[src/rtl/pwr_domain_seq.sv]
module pwr_domain_seq #(
  parameter int NUM_DOM = 12,
  parameter int TICK_CYCLES = 4,
  parameter int SETTLE_US = 5,
  parameter int POLL_MAX = 1000,
  parameter logic [NUM_DOM-1:0] PWR_LOW_MASK = '0
) (
  input  logic               clk,
  input  logic               rst_n,
  input  logic               wr_en,
  input  logic [7:0]         addr,
  input  logic [31:0]        wdata,
  output logic [31:0]        rdata,
  input  logic [NUM_DOM-1:0] pwr_ack_i,
  output logic [NUM_DOM-1:0] clk_en_o,
  output logic [NUM_DOM-1:0] iso_en_o,
  output logic [NUM_DOM-1:0] rst_rel_o,
  output logic [NUM_DOM-1:0] pwr_en_o
);
  localparam int SETTLE_CYC = SETTLE_US * TICK_CYCLES;
  localparam int TW = $clog2(SETTLE_CYC + 1);
  localparam int PW = $clog2(POLL_MAX + 1);
  localparam int IW = $clog2(NUM_DOM);

  typedef enum logic [1:0] {S_IDLE, S_ACT, S_SETTLE, S_POLL} st_t;

  st_t st;
  logic [1:0] step;
  logic up;
  logic [IW-1:0] idx;
  logic [TW-1:0] tmr;
  logic [PW-1:0] smp;
  logic busy, done, err, ovr;
  logic [NUM_DOM-1:0] clk_q, iso_q, rst_q, pon_q, ack_s1, ack_s2;

  logic cmd_wr, settle_end, tick, ack_ok, poll_step, cmd_valid;
  logic [NUM_DOM-1:0] sel;

  assign cmd_wr     = wr_en && addr == 8'h00;
  assign cmd_valid  = 32'(wdata[7:0]) < NUM_DOM;
  assign sel        = {{(NUM_DOM-1){1'b0}}, 1'b1} << idx;
  assign settle_end = tmr == TW'(SETTLE_CYC - 1);
  assign tick       = tmr == TW'(TICK_CYCLES - 1);
  assign ack_ok     = (|(ack_s2 & sel)) == up;
  assign poll_step  = up ? step == 2'd0 : step == 2'd3;

  assign clk_en_o  = clk_q;
  assign iso_en_o  = iso_q;
  assign rst_rel_o = rst_q;
  assign pwr_en_o  = pon_q ^ PWR_LOW_MASK;

  always_comb begin
    case (addr)
      8'h04:   rdata = {28'd0, ovr, err, done, busy};
      8'h18:   rdata = 32'(clk_q);
      8'h1C:   rdata = 32'(iso_q);
      8'h20:   rdata = 32'(rst_q);
      8'h24:   rdata = 32'(pwr_en_o);
      8'h28:   rdata = 32'(ack_s2);
      default: rdata = '0;
    endcase
  end

  always_ff @(posedge clk or negedge rst_n) begin
    if (!rst_n) begin
      st <= S_IDLE;
      step <= '0;
      up <= 1'b0;
      idx <= '0;
      tmr <= '0;
      smp <= '0;
      busy <= 1'b0;
      done <= 1'b0;
      err <= 1'b0;
      ovr <= 1'b0;
      clk_q <= '0;
      iso_q <= '1;
      rst_q <= '0;
      pon_q <= '0;
      ack_s1 <= '0;
      ack_s2 <= '0;
    end else begin
      ack_s1 <= pwr_ack_i;
      ack_s2 <= ack_s1;
      if (cmd_wr && busy) ovr <= 1'b1;
      case (st)
        S_IDLE: begin
          if (cmd_wr) begin
            if (cmd_valid) begin
              done <= 1'b0;
              err <= 1'b0;
              busy <= 1'b1;
              st <= S_ACT;
              step <= '0;
              up <= wdata[8];
              idx <= wdata[IW-1:0];
            end else begin
              done <= 1'b1;
              err <= 1'b1;
            end
          end
        end
        S_ACT: begin
          tmr <= '0;
          smp <= '0;
          if (up) begin
            case (step)
              2'd0: pon_q <= pon_q | sel;
              2'd1: rst_q <= rst_q | sel;
              2'd2: iso_q <= iso_q & ~sel;
              default: clk_q <= clk_q | sel;
            endcase
          end else begin
            case (step)
              2'd0: clk_q <= clk_q & ~sel;
              2'd1: iso_q <= iso_q | sel;
              2'd2: rst_q <= rst_q & ~sel;
              default: pon_q <= pon_q & ~sel;
            endcase
          end
          st <= poll_step ? S_POLL : S_SETTLE;
        end
        S_SETTLE: begin
          tmr <= tmr + 1'b1;
          if (settle_end) begin
            if (up && step == 2'd3) begin
              st <= S_IDLE;
              busy <= 1'b0;
              done <= 1'b1;
            end else begin
              step <= step + 1'b1;
              st <= S_ACT;
            end
          end
        end
        default: begin
          if (tick) begin
            tmr <= '0;
            smp <= smp + 1'b1;
            if (ack_ok) begin
              if (up) begin
                step <= 2'd1;
                st <= S_ACT;
              end else begin
                st <= S_IDLE;
                busy <= 1'b0;
                done <= 1'b1;
              end
            end else if (smp == PW'(POLL_MAX - 1)) begin
              st <= S_IDLE;
              busy <= 1'b0;
              done <= 1'b1;
              err <= 1'b1;
            end
          end else begin
            tmr <= tmr + 1'b1;
          end
        end
      endcase
    end
  end
endmodule


[config.mk]
export PLATFORM = sky130hd
export DESIGN_NAME = pwr_domain_seq
export DESIGN_NICKNAME = d
export VERILOG_FILES = /design/src/rtl/pwr_domain_seq.sv
export SDC_FILE = /design/constraint.sdc
export NUM_CORES = 1
export LEC_CHECK = 0
export BUFFER_PORTS_ARGS = -buffer_cell sky130_fd_sc_hd__buf_4
export CAP_MARGIN = 0
export CELL_PAD_IN_SITES_DETAIL_PLACEMENT = 1
export CELL_PAD_IN_SITES_GLOBAL_PLACEMENT = 1
export CORE_UTILIZATION = 41
export DETAILED_ROUTE_END_ITERATION = 10
export PLACE_DENSITY_LB_ADDON = 0.08
export SYNTH_ARGS = -nofsm -noshare
export SYNTH_HDL_FRONTEND = slang
export SYNTH_SLANG_ARGS = --single-unit
[constraint.sdc]
create_clock -name clk -period 3.43 [get_ports clk]
set_clock_uncertainty 0.15 [all_clocks]
set_input_delay 0.1715 -clock clk [delete_from_list [all_inputs] [get_ports clk]]
set_output_delay 0.1715 -clock clk [all_outputs]
set_load 0.05 [all_outputs]
Word level (Yosys, flattened, before mapping) --
Cells that the tools add are included.
Storage, ports and cells: flip-flop bits (word level) 100, input port bits 55, output and inout port bits 80, logic and storage cells 151
Operators by class: $add $sub $neg 3, order comparisons 1, equality and inequality tests 27, shift operators 1, mux-type cells 57, bitwise operators 13, reductions and logical operators 33
Operators with widths (number):
- two-way mux 12 bit | 12
- one-hot mux 12 bit (6 select lines) | 1
- bitwise AND 12 bit | 5
- bitwise OR 12 bit | 4
- two-way mux 2 bit | 13
- == test 8 x 6 -> 1 bit, second input constant | 3
- two-way mux 1 bit | 22
- one-hot mux 10 bit (2 select lines) | 1
- == test 8 x 5 -> 1 bit, second input constant | 2
- AND reduction 8 bit | 2
- one-hot mux 5 bit (3 select lines) | 1
- AND reduction 3 bit | 5
- != test 2 bit, second input constant | 6
- NOT 12 bit | 1
- one-hot mux 2 bit (3 select lines) | 2
- nonzero test 2 bit | 6
- OR reduction 12 bit | 1
- << shifter 1 x 4 -> 12 bit, first input constant | 1
- adder 10 x 1 -> 10 bit, second input constant | 1
- == test 10 bit, second input constant | 1
- two-way mux 10 bit | 1
- != test 2 x 1 -> 1 bit, second input constant | 5
- AND reduction 5 bit | 2
- nonzero test 3 bit | 3
- other kinds (23) | 34

Longest topological paths before layout --
Gate-level depths: netlist of the first run.
depth after elaboration 7, mapped depth 12, mapped depth without buffers 11

Worst setup path after synthesis of the first run --
Ideal clock, no wire load.
path kind register -> register, start point register idx[1], end point register step[0], setup time 128 ps, arrival time 2337 ps, data required time 3152 ps, slack 815 ps, stages on the path, launching flop included 13, path buffers 1, period minus slack after synthesis 2615 ps, cell sequence dfrtp_1 -> buf_1 -> mux2i_1 -> o21ai_0 -> o21ai_0 -> and3_1 -> o21ai_0 -> ha_1 -> inv_1 -> a31oi_1 -> a311oi_1 -> nand3_1 -> mux2_1
On the way: word-level cells in the longest chain between the ends 6
RTL lines:
- from (decl) | line 30 | logic [IW-1:0] idx;
- from (signal assigned) | line 96 | idx <= wdata[IW-1:0];
- << shifter 1 x 4 -> 12 bit | line 41 | assign sel = {{(NUM_DOM-1){1'b0}}, 1'b1} << idx;
- bitwise AND 12 bit | line 44 | assign ack_ok = (|(ack_s2 & sel)) == up;
- OR reduction 12 bit | line 44
- == test 1 bit | line 44
- nonzero test 3 bit (no line)
- AND reduction 8 bit (no line)
- to (signal assigned) | line 131 | step <= step + 1'b1;
- to (decl) | line 28 | logic [1:0] step;
Every way passes these cells. A chain may end at the register's enable or synchronous reset.

Final worst setup path of the first run --
start point register idx[3], end point register step[0]
The elaborated chain is that of the path after synthesis.

==> results of run 1 <==
[kinds of logic after synthesis]
| family | count (synthesis) | synth area share |
|---|---|---|
| AND/OR/NAND/NOR | 159 | 0.1505 |
| multiplexers | 86 | 0.1772 |
| XOR/XNOR | 7 | 0.01167 |
| other | 1 | 0.0007138 |
| buffers and inverters | 67 | 0.06382 |
| AO/OA/AOI/OAI | 68 | 0.09074 |
| adder cells (fa/ha/maj) | 11 | 0.02620 |
| flip-flops | 100 | 0.4792 |
[worst min path at each step]
stage	end	slack (ns)	depth (start not counted)
2_1_floorplan	async pin	-0.27	0
3_3_place_gp	ack_s1[0]$_DFF_PN0_	0.12	1
3_5_place_dp	up$_DFFE_PN0P_	0.12	1
4_1_cts	ack_s2[1]$_DFF_PN0_	0.20	0
5_1_grt	ack_s2[11]$_DFF_PN0_	0.21	0
6_report	ack_s2[0]$_DFF_PN0_	0.20	0
[Yosys cell counts (3+ instances only)]
cell type | n | area share
dfrtp_1 | 88 | 0.42
nand2_1 | 68 | 0.049
mux2_2 | 50 | 0.11
mux2i_1 | 32 | 0.061
inv_1 | 22 | 0.016
buf_4 | 21 | 0.030
nor2_1 | 21 | 0.015
clkbuf_1 | 18 | 0.013
dfstp_2 | 12 | 0.060
nor3_1 | 12 | 0.011
ha_1 | 11 | 0.026
nand3_1 | 11 | 0.010
a22oi_1 | 10 | 0.014
o22ai_1 | 10 | 0.012
a21oi_1 | 9 | 0.0086
nand2b_1 | 8 | 0.0095
o21ai_0 | 8 | 0.0076
nor2b_1 | 7 | 0.0083
and2_1 | 5 | 0.0060
nand4_1 | 5 | 0.0060
o21ai_1 | 5 | 0.0048
xor2_1 | 5 | 0.0083
buf_2 | 4 | 0.0038
a21o_1 | 3 | 0.0043
and3_1 | 3 | 0.0036
mux2_1 | 3 | 0.0064
nor4_1 | 3 | 0.0036
o2111ai_1 | 3 | 0.0050
o221ai_1 | 3 | 0.0050
[final cells by class]
cell class,instances,area share
clock buffers,11,0.03726
clock inverters,5,0.006722
inverters,22,0.01268
multi-input cells,351,0.3795
flip-flops and latches,100,0.3864
well taps,168,0.03226
repair buffers,120,0.1452
[stage by stage]
step                instance area (µm²)  setup WS, ns
global route                       6515        0.2748
detailed placement                 6048        0.5089
floorplan                          5325        0.8153
global placement                   6048        0.5879
CTS                                6515        0.4968
finish                             6515        0.5004
[power breakdown]
part	switching [W]	total (W)	internal [W]
Clock	0.000473	0.000998	0.000524
Combinational	0.000608	0.000947	0.000339
Sequential	0.0000848	0.00136	0.00127
Total	0.00117	0.00330	0.00213
[metal layers]
layer  GRT usage  vias to the layer above
met4     0.08398                        0
met5           0                        -
met2      0.3731                      112
met1      0.3347                     2088
met3     0.03321                       19
li1            -                     1920
[worst max-delay path, cell delays in order (launching register included)]
cell and delay [ns]:
dfrtp_1 0.50, nand2b_1 0.30, o32ai_1 0.11, o21ai_0 0.17
and3_1 0.17, o21ai_0 0.14, ha_1 0.37, inv_1 0.09
a31oi_1 0.08, a311oi_1 0.21, nand3_1 0.16, mux2_1 0.36
==> results.toml, run 1 <==
[status]
status = "finished clean"

[timing]
slew_violations = 0
relSlewSlack = 0.3547
finalHoldViolations = 0
finalCritPeriodShare = 0.8541
tightestPinTransition_ns = 0.9591
rsz0062_at_grt = "no"
setup_viol = 0
fmax_mhz = 341.3
holdWs_ns = 0.1996
tns_ns = 0
period_needed_ns = 2.930

[flow_run]
cap_violations = 0

[clocking]
cts_tree = "built"
clk_path_buf_depth = 2
htreeDepth = 3
clkTransAtPathRegs_ns = 0.07
cts-root-buf = "clkbuf_16"
cts-buffers-inserted = 9
cts_setup_buffers = 0
cts.repair.resized = 0
postCtsHoldBufs = 18
clkSinkCount = 100
insertion_delay_ns = 0.35

[critical_path]
r2r_cells = 11
critPathCapture = "step[0]$_DFFE_PN0P_"
rrSetupSlack_ns = 0.50
worst_setup_path_start_kind = "flop"
endpoint_kind = "flop"
worst_ep_arrival_time_ns = 3.01
cp.required_ns = 3.51
worstReg2RegStart = "idx[3]$_DFFE_PN0P_"
critPathKind = "reg -> reg"
cp_max_fo = 9
reg2reg_to = "step[0]$_DFFE_PN0P_"
cp-startpoint = "idx[3]$_DFFE_PN0P_"

[layout]
final_common_cell = "buf_4"
diodes = 0
layout_common_cells = "buf_4 (102), dfrtp_1 (88), nand2_1 (68), mux2_2 (50), mux2i_1 (32)"
fin_nets = 670
area_delta_synth_final_pct = 24.01
final_util = 0.5313
multi_input_area_mm2 = 0.002472
ff_latch_area_mm2 = 0.002517
stdcell_count = 777
nFillCells = 1379
drive_gt1_frac = 0.3169

[detailed_routing]
routed_via_density = 5.327
top_layer = "met4"
wl_met1_um = 7152
dr.pass1.iters = 4
wl_met3_um = 532
antenna_left = 0
dr_wl_met2_um = 6923
remaining_drc_errors = 0
wl_per_cell_um = 19.13
routed_wl_um = 14870
dr.first_iter.drc_count = 147
vias = 4139

[yosys]
synth_edf_count = 0
synth_ff_type = "dfrtp_1"
ys_seq_area_frac = 0.4792
syn_area_per_cell_um2 = 10.53
ys_seq_elements = 100
synth_area_mm2 = 0.005254
syn_inst = 499
yosys_warnings = 0
async_reset_ff_frac = 1.000
synth_cell_types = 61

[pwr]
p_leak_nw = 3.060
ir_drop_mv = 0.2912
power.density_mw_per_mm2 = 506.5
power.total_w = 0.003300

[floorplan]
die_h_um = 115.2
num_rows = 40
dieWidth_um = 115.2
core_area_mm2 = 0.01226
io_pins = 135
design.die.area_mm2 = 0.01327
start_util = 0.4285

[place]
dpl.hpwl_um = 10540
dp.cells = 743
port_buffers = 91
gp_congestion = 0.8434

[grt]
grt_max_degree = 56
grt_pass1_wl_um = 23480
grt_antenna_before_repair = 0
track_usage = 0.2371
grt_pass1_vias = 4278
overflow = 0

[min_path]
hold_path_class = "reg -> reg"
hold_start = "ack_s1[0]$_DFF_PN0_"
Note: power is estimated with default switching activity, not from simulation.
==> run 2: changes to the inputs <==
RECOVER_POWER = 50   (was not set)
clock period = 2.9 ns   (was 3.43 ns; I/O delays follow)
==> results.toml, run 2 (synthesized netlist as in run 1, its figures left out) <==
[timing]
slew_violations = 0
finalHoldViolations = 0
relSlewSlack = 0.06766
period_needed_ns = 2.754
finalCritPeriodShare = 0.9496
tightestPinTransition_ns = 1.399
setup_ws_ns = 0.1461
holdWs_ns = 0.2018
fmax_mhz = 363.1
setup_viol = 0

[pwr]
ir_drop_mv = 0.3701
power.total_w = 0.003941
p_leak_nw = 3.097
power.density_mw_per_mm2 = 597.1

[place]
preCtsSetupSlack_ns = 0.1383
dp.cells = 752
port_buffers = 91
gp_congestion = 0.8601
dpl.hpwl_um = 10430

[layout]
stdcell_count = 786
area_delta_synth_final_pct = 25.63
layout_common_cells = "buf_4 (93), dfrtp_1 (87), nand2_1 (68), mux2_2 (50), mux2i_1 (32)"
nFillCells = 1406
final_util = 0.5383
drive_gt1_frac = 0.3269
fin_nets = 679
diodes = 0
final_common_cell = "buf_4"

[detailed_routing]
remaining_drc_errors = 0
antenna_left = 0
routed_wl_um = 14780
routed_via_density = 5.228
dr.first_iter.drc_count = 186
wl_per_cell_um = 18.80
vias = 4109
dr.pass1.iters = 4

[flow_run]
cap_violations = 0

[critical_path]
r2r_cells = 11
cp.required_ns = 2.99
cp_max_fo = 6
worst_ep_arrival_time_ns = 2.84
worst_setup_path_start_kind = "flop"
critPathKind = "reg -> reg"
endpoint_kind = "flop"

[min_path]
hold_path_class = "reg -> reg"
whs_path_depth = 0

[grt]
overflow = 0
grt_antenna_before_repair = 0
grt_max_degree = 101
grt_pass1_vias = 4229
track_usage = 0.2378
grt_pass1_wl_um = 23540

[floorplan]
design.die.area_mm2 = 0.01327
die_h_um = 115.2
num_rows = 40
start_util = 0.4285
dieWidth_um = 115.2
core_area_mm2 = 0.01226
io_pins = 135

[clocking]
insertion_delay_ns = 0.36
cts_setup_buffers = 0
cts-root-buf = "clkbuf_16"
clkTransAtPathRegs_ns = 0.07
clkSinkCount = 100
cts_tree = "built"
cts-buffers-inserted = 9
htreeDepth = 3
clk_path_buf_depth = 2

[status]
status = "finished clean"
## run 2: final timing paths
kind                                startpoint             endpoint  slack, ns
max in group asynchronous                rst_n   idx[1]$_DFFE_PN0P_       1.04
min in group asynchronous                rst_n   smp[5]$_DFFE_PN0P_       0.62
min                        ack_s1[0]$_DFF_PN0_  ack_s2[0]$_DFF_PN0_       0.20
min reg2reg                ack_s1[0]$_DFF_PN0_  ack_s2[0]$_DFF_PN0_       0.20
max reg2reg                 idx[2]$_DFFE_PN0P_  step[0]$_DFFE_PN0P_       0.15
max                         idx[2]$_DFFE_PN0P_  step[0]$_DFFE_PN0P_       0.15
## run 2: area by class of cell
cell class | instances | area, µm² | share of cell area
tap | 168 | 210.2 | 0.03185
multi-input combinational | 351 | 2485 | 0.3765
sequential | 100 | 2519 | 0.3816
timing repair buffer | 129 | 998.5 | 0.1513
clock buffer | 9 | 225.2 | 0.03412
clock inverter | 7 | 80.08 | 0.01213
inverter | 22 | 82.58 | 0.01251
## run 2: what timing repair did
| item | in CTS | in global routing |
|---|---|---|
| hold endpoints to repair | 105 | 0 |
| hold buffers | 18 | 0 |
| endpoints found under the setup margin | 0 | 1 |
| resized for setup | 0 | 3 |
## run 2: metrics by stage
stage | TNS [ns] | area (µm²)
2_1_floorplan | 0 | 5325
3_3_place_gp | 0 | 6128
3_5_place_dp | 0 | 6128
4_1_cts | 0 | 6614
5_1_grt | -0.002469 | 6600
6_report | 0 | 6600
## run 2: power by group
part	internal, W	switching, W
clock network	0.000614	0.000613
registers	0.00150	0.0000994
logic	0.000407	0.000704
total	0.00252	0.00142
## run 2: layer usage
layer | track usage | routed length, µm | vias to the layer above
met5 | 0 | 0 | -
met4 | 0.08398 | 231 | 0
met2 | 0.3783 | 6871 | 120
met1 | 0.3309 | 6906 | 2032
met3 | 0.03532 | 769 | 18
li1 | - | - | 1939
## run 2: worst max-delay path, stage by stage, from the launching register on
cell	delay (ns)
dfrtp_1	0.39
nand2b_1	0.24
o32ai_1	0.24
o21ai_0	0.10
and3_1	0.16
o21ai_0	0.10
ha_1	0.32
inv_1	0.11
a31oi_1	0.09
a311oi_1	0.22
nand3_1	0.16
mux2_1	0.36
==> run 3: changes to the inputs <==
CORE_MARGIN = 3   (was not set)
CORE_UTILIZATION = 44   (was 41)
clock period = 3.2 ns   (was 2.9 ns; I/O delays follow)
==> results.toml, run 3 (synthesized netlist as in run 1, its figures left out) <==
[grt]
grt_pass1_vias = 4381
track_usage = 0.2350
grt_max_degree = 56
grt_pass1_wl_um = 23980
overflow = 0
grt_antenna_before_repair = 0

[timing]
period_needed_ns = 2.905
rsz0062_at_grt = "no"
fmax_mhz = 344.3
tightestPinTransition_ns = 1.353
setup_viol = 0
tns_ns = 0
relSlewSlack = 0.09816
slew_violations = 0
finalHoldViolations = 0
finalCritPeriodShare = 0.9078

[critical_path]
endpoint_kind = "flop"
worst_ep_arrival_time_ns = 2.99
cp_slowest_cell = "dfrtp_1"
cp_common_cell = "o21ai_0"
critPathKind = "reg -> reg"
cp-startpoint = "idx[1]$_DFFE_PN0P_"
rrSetupSlack_ns = 0.30
slowest_delay_ns = 0.62
reg2reg_to = "step[0]$_DFFE_PN0P_"
worstReg2RegStart = "idx[1]$_DFFE_PN0P_"
cp.required_ns = 3.28
worst_setup_path_start_kind = "flop"
cp_max_fo = 14
crit_chain = "mux2i_1 -> o21ai_0 -> o21ai_0 -> and3_1 -> o21ai_0 -> ha_1 -> inv_1 -> a31oi_1 -> a311oi_1 -> nand3_1 -> mux2_1"
r2r_cells = 11

[detailed_routing]
routed_wl_um = 14960
routed_via_density = 5.603
antenna_left = 0
dr.pass1.iters = 4
dr.first_iter.drc_count = 198
vias = 4202
remaining_drc_errors = 0
wl_per_cell_um = 19.95

[place]
dpl.hpwl_um = 10410
placed_cell_area_mm2 = 0.006027
dp.cells = 716
port_buffers = 91
gp_congestion = 0.8343

[pwr]
p_leak_nw = 2.899
power.density_mw_per_mm2 = 564.9
ir_drop_mv = 0.3333

[min_path]
hold_start = "ack_s1[4]$_DFF_PN0_"
worstHoldEndpoint = "ack_s2[4]$_DFF_PN0_"
whs_path_depth = 0
hold_path_class = "reg -> reg"

[clocking]
cts.repair.resized = 0
cts-root-buf = "clkbuf_16"
insertion_delay_ns = 0.35
htreeDepth = 3
clkTransAtPathRegs_ns = 0.07
cts_tree = "built"
clkSinkCount = 100
clk_path_buf_depth = 2
cts-buffers-inserted = 9

[layout]
nFillCells = 1286
diodes = 0
fin_area_mm2 = 0.006360
area_delta_synth_final_pct = 21.05
ff_latch_area_mm2 = 0.002517
multi_input_area_mm2 = 0.002472
layout_common_cells = "dfrtp_1 (88), nand2_1 (68), mux2_2 (50), buf_4 (48), clkbuf_1 (38)"
fin_nets = 668
final_common_cell = "dfrtp_1"
drive_gt1_frac = 0.2537
stdcell_count = 750

[floorplan]
design.die.area_mm2 = 0.01329
dieWidth_um = 115.3
die_h_um = 115.3
io_pins = 135
core_area_mm2 = 0.01156
start_util = 0.4543
num_rows = 39

[status]
status = "finished clean"

[flow_run]
cap_violations = 0
-- run 3: cell count changes in the layout (fill, tap and decap cells not counted), moves of 2 or more --
cell and change:
clkinv_8 -2, clkbuf_4 -2, clkbuf_2 +2, buf_4 -45
clkbuf_1 +34
-- run 3: worst max-delay path by stage --
stage,to,slack [ns],depth (start not counted)
floorplan,step[0]$_DFFE_PN0P_,0.59,12
global placement,step[0]$_DFFE_PN0P_,0.38,11
detailed placement,step[0]$_DFFE_PN0P_,0.32,11
CTS,step[0]$_DFFE_PN0P_,0.31,11
global route,step[0]$_DFFE_PN0P_,0.05,11
finish,step[0]$_DFFE_PN0P_,0.30,11
-- run 3: cell type report --
cell class                 instances  area share
clock inverter                     5     0.01043
clock buffer                      11     0.03817
inverter                          22     0.01298
timing repair buffer             118      0.1257
multi-input combinational        351      0.3887
tap                              143     0.02813
sequential                       100      0.3958
-- run 3: worst max-delay path: cells and delay by family (launching register included) --
| family | cells | cell delay (ns) |
|---|---|---|
| flops | 1 | 0.62 |
| fa+ha+maj | 1 | 0.35 |
| simple gates | 2 | 0.35 |
| buf+inv | 1 | 0.10 |
| compound gates | 5 | 0.62 |
| mux | 2 | 0.61 |
-- run 3: power by group --
group / switching [W] / leakage, nW / internal (W)
Combinational: 0.000637 / 1.47 / 0.000361
Clock: 0.000505 / 0.149 / 0.000640
Sequential: 0.0000873 / 1.28 / 0.00136
-- run 3: metal layers --
| metal | global-route usage | wire length, µm | share of wire |
|---|---|---|---|
| met1 | 0.3408 | 7059 | 0.47 |
| met2 | 0.3630 | 6917 | 0.46 |
| met3 | 0.03842 | 777 | 0.052 |
| met4 | 0.07121 | 210 | 0.014 |
| met5 | 0 | 0 | 0 |
-- run 3: per-stage QoR --
stage | util | setup WS [ns] | hold WS, ns | total power [W]
floorplan | - | 0.5853 | -0.2856 | 0.002188
global placement | 0.5212 | 0.3767 | 0.06942 | 0.002413
detailed placement | 0.5212 | 0.3198 | 0.07259 | 0.002455
CTS | 0.5635 | 0.3089 | 0.2021 | 0.003623
global route | 0.5499 | 0.04590 | 0.2043 | 0.003802
finish | 0.5499 | 0.2952 | 0.2022 | 0.003593
-- run 3: repair_timing --
item	4_1_cts	5_1_grt
hold endpoints to repair	50	0
endpoints found under the setup margin	0	0
hold buffers	18	0
buffers inserted	0	0
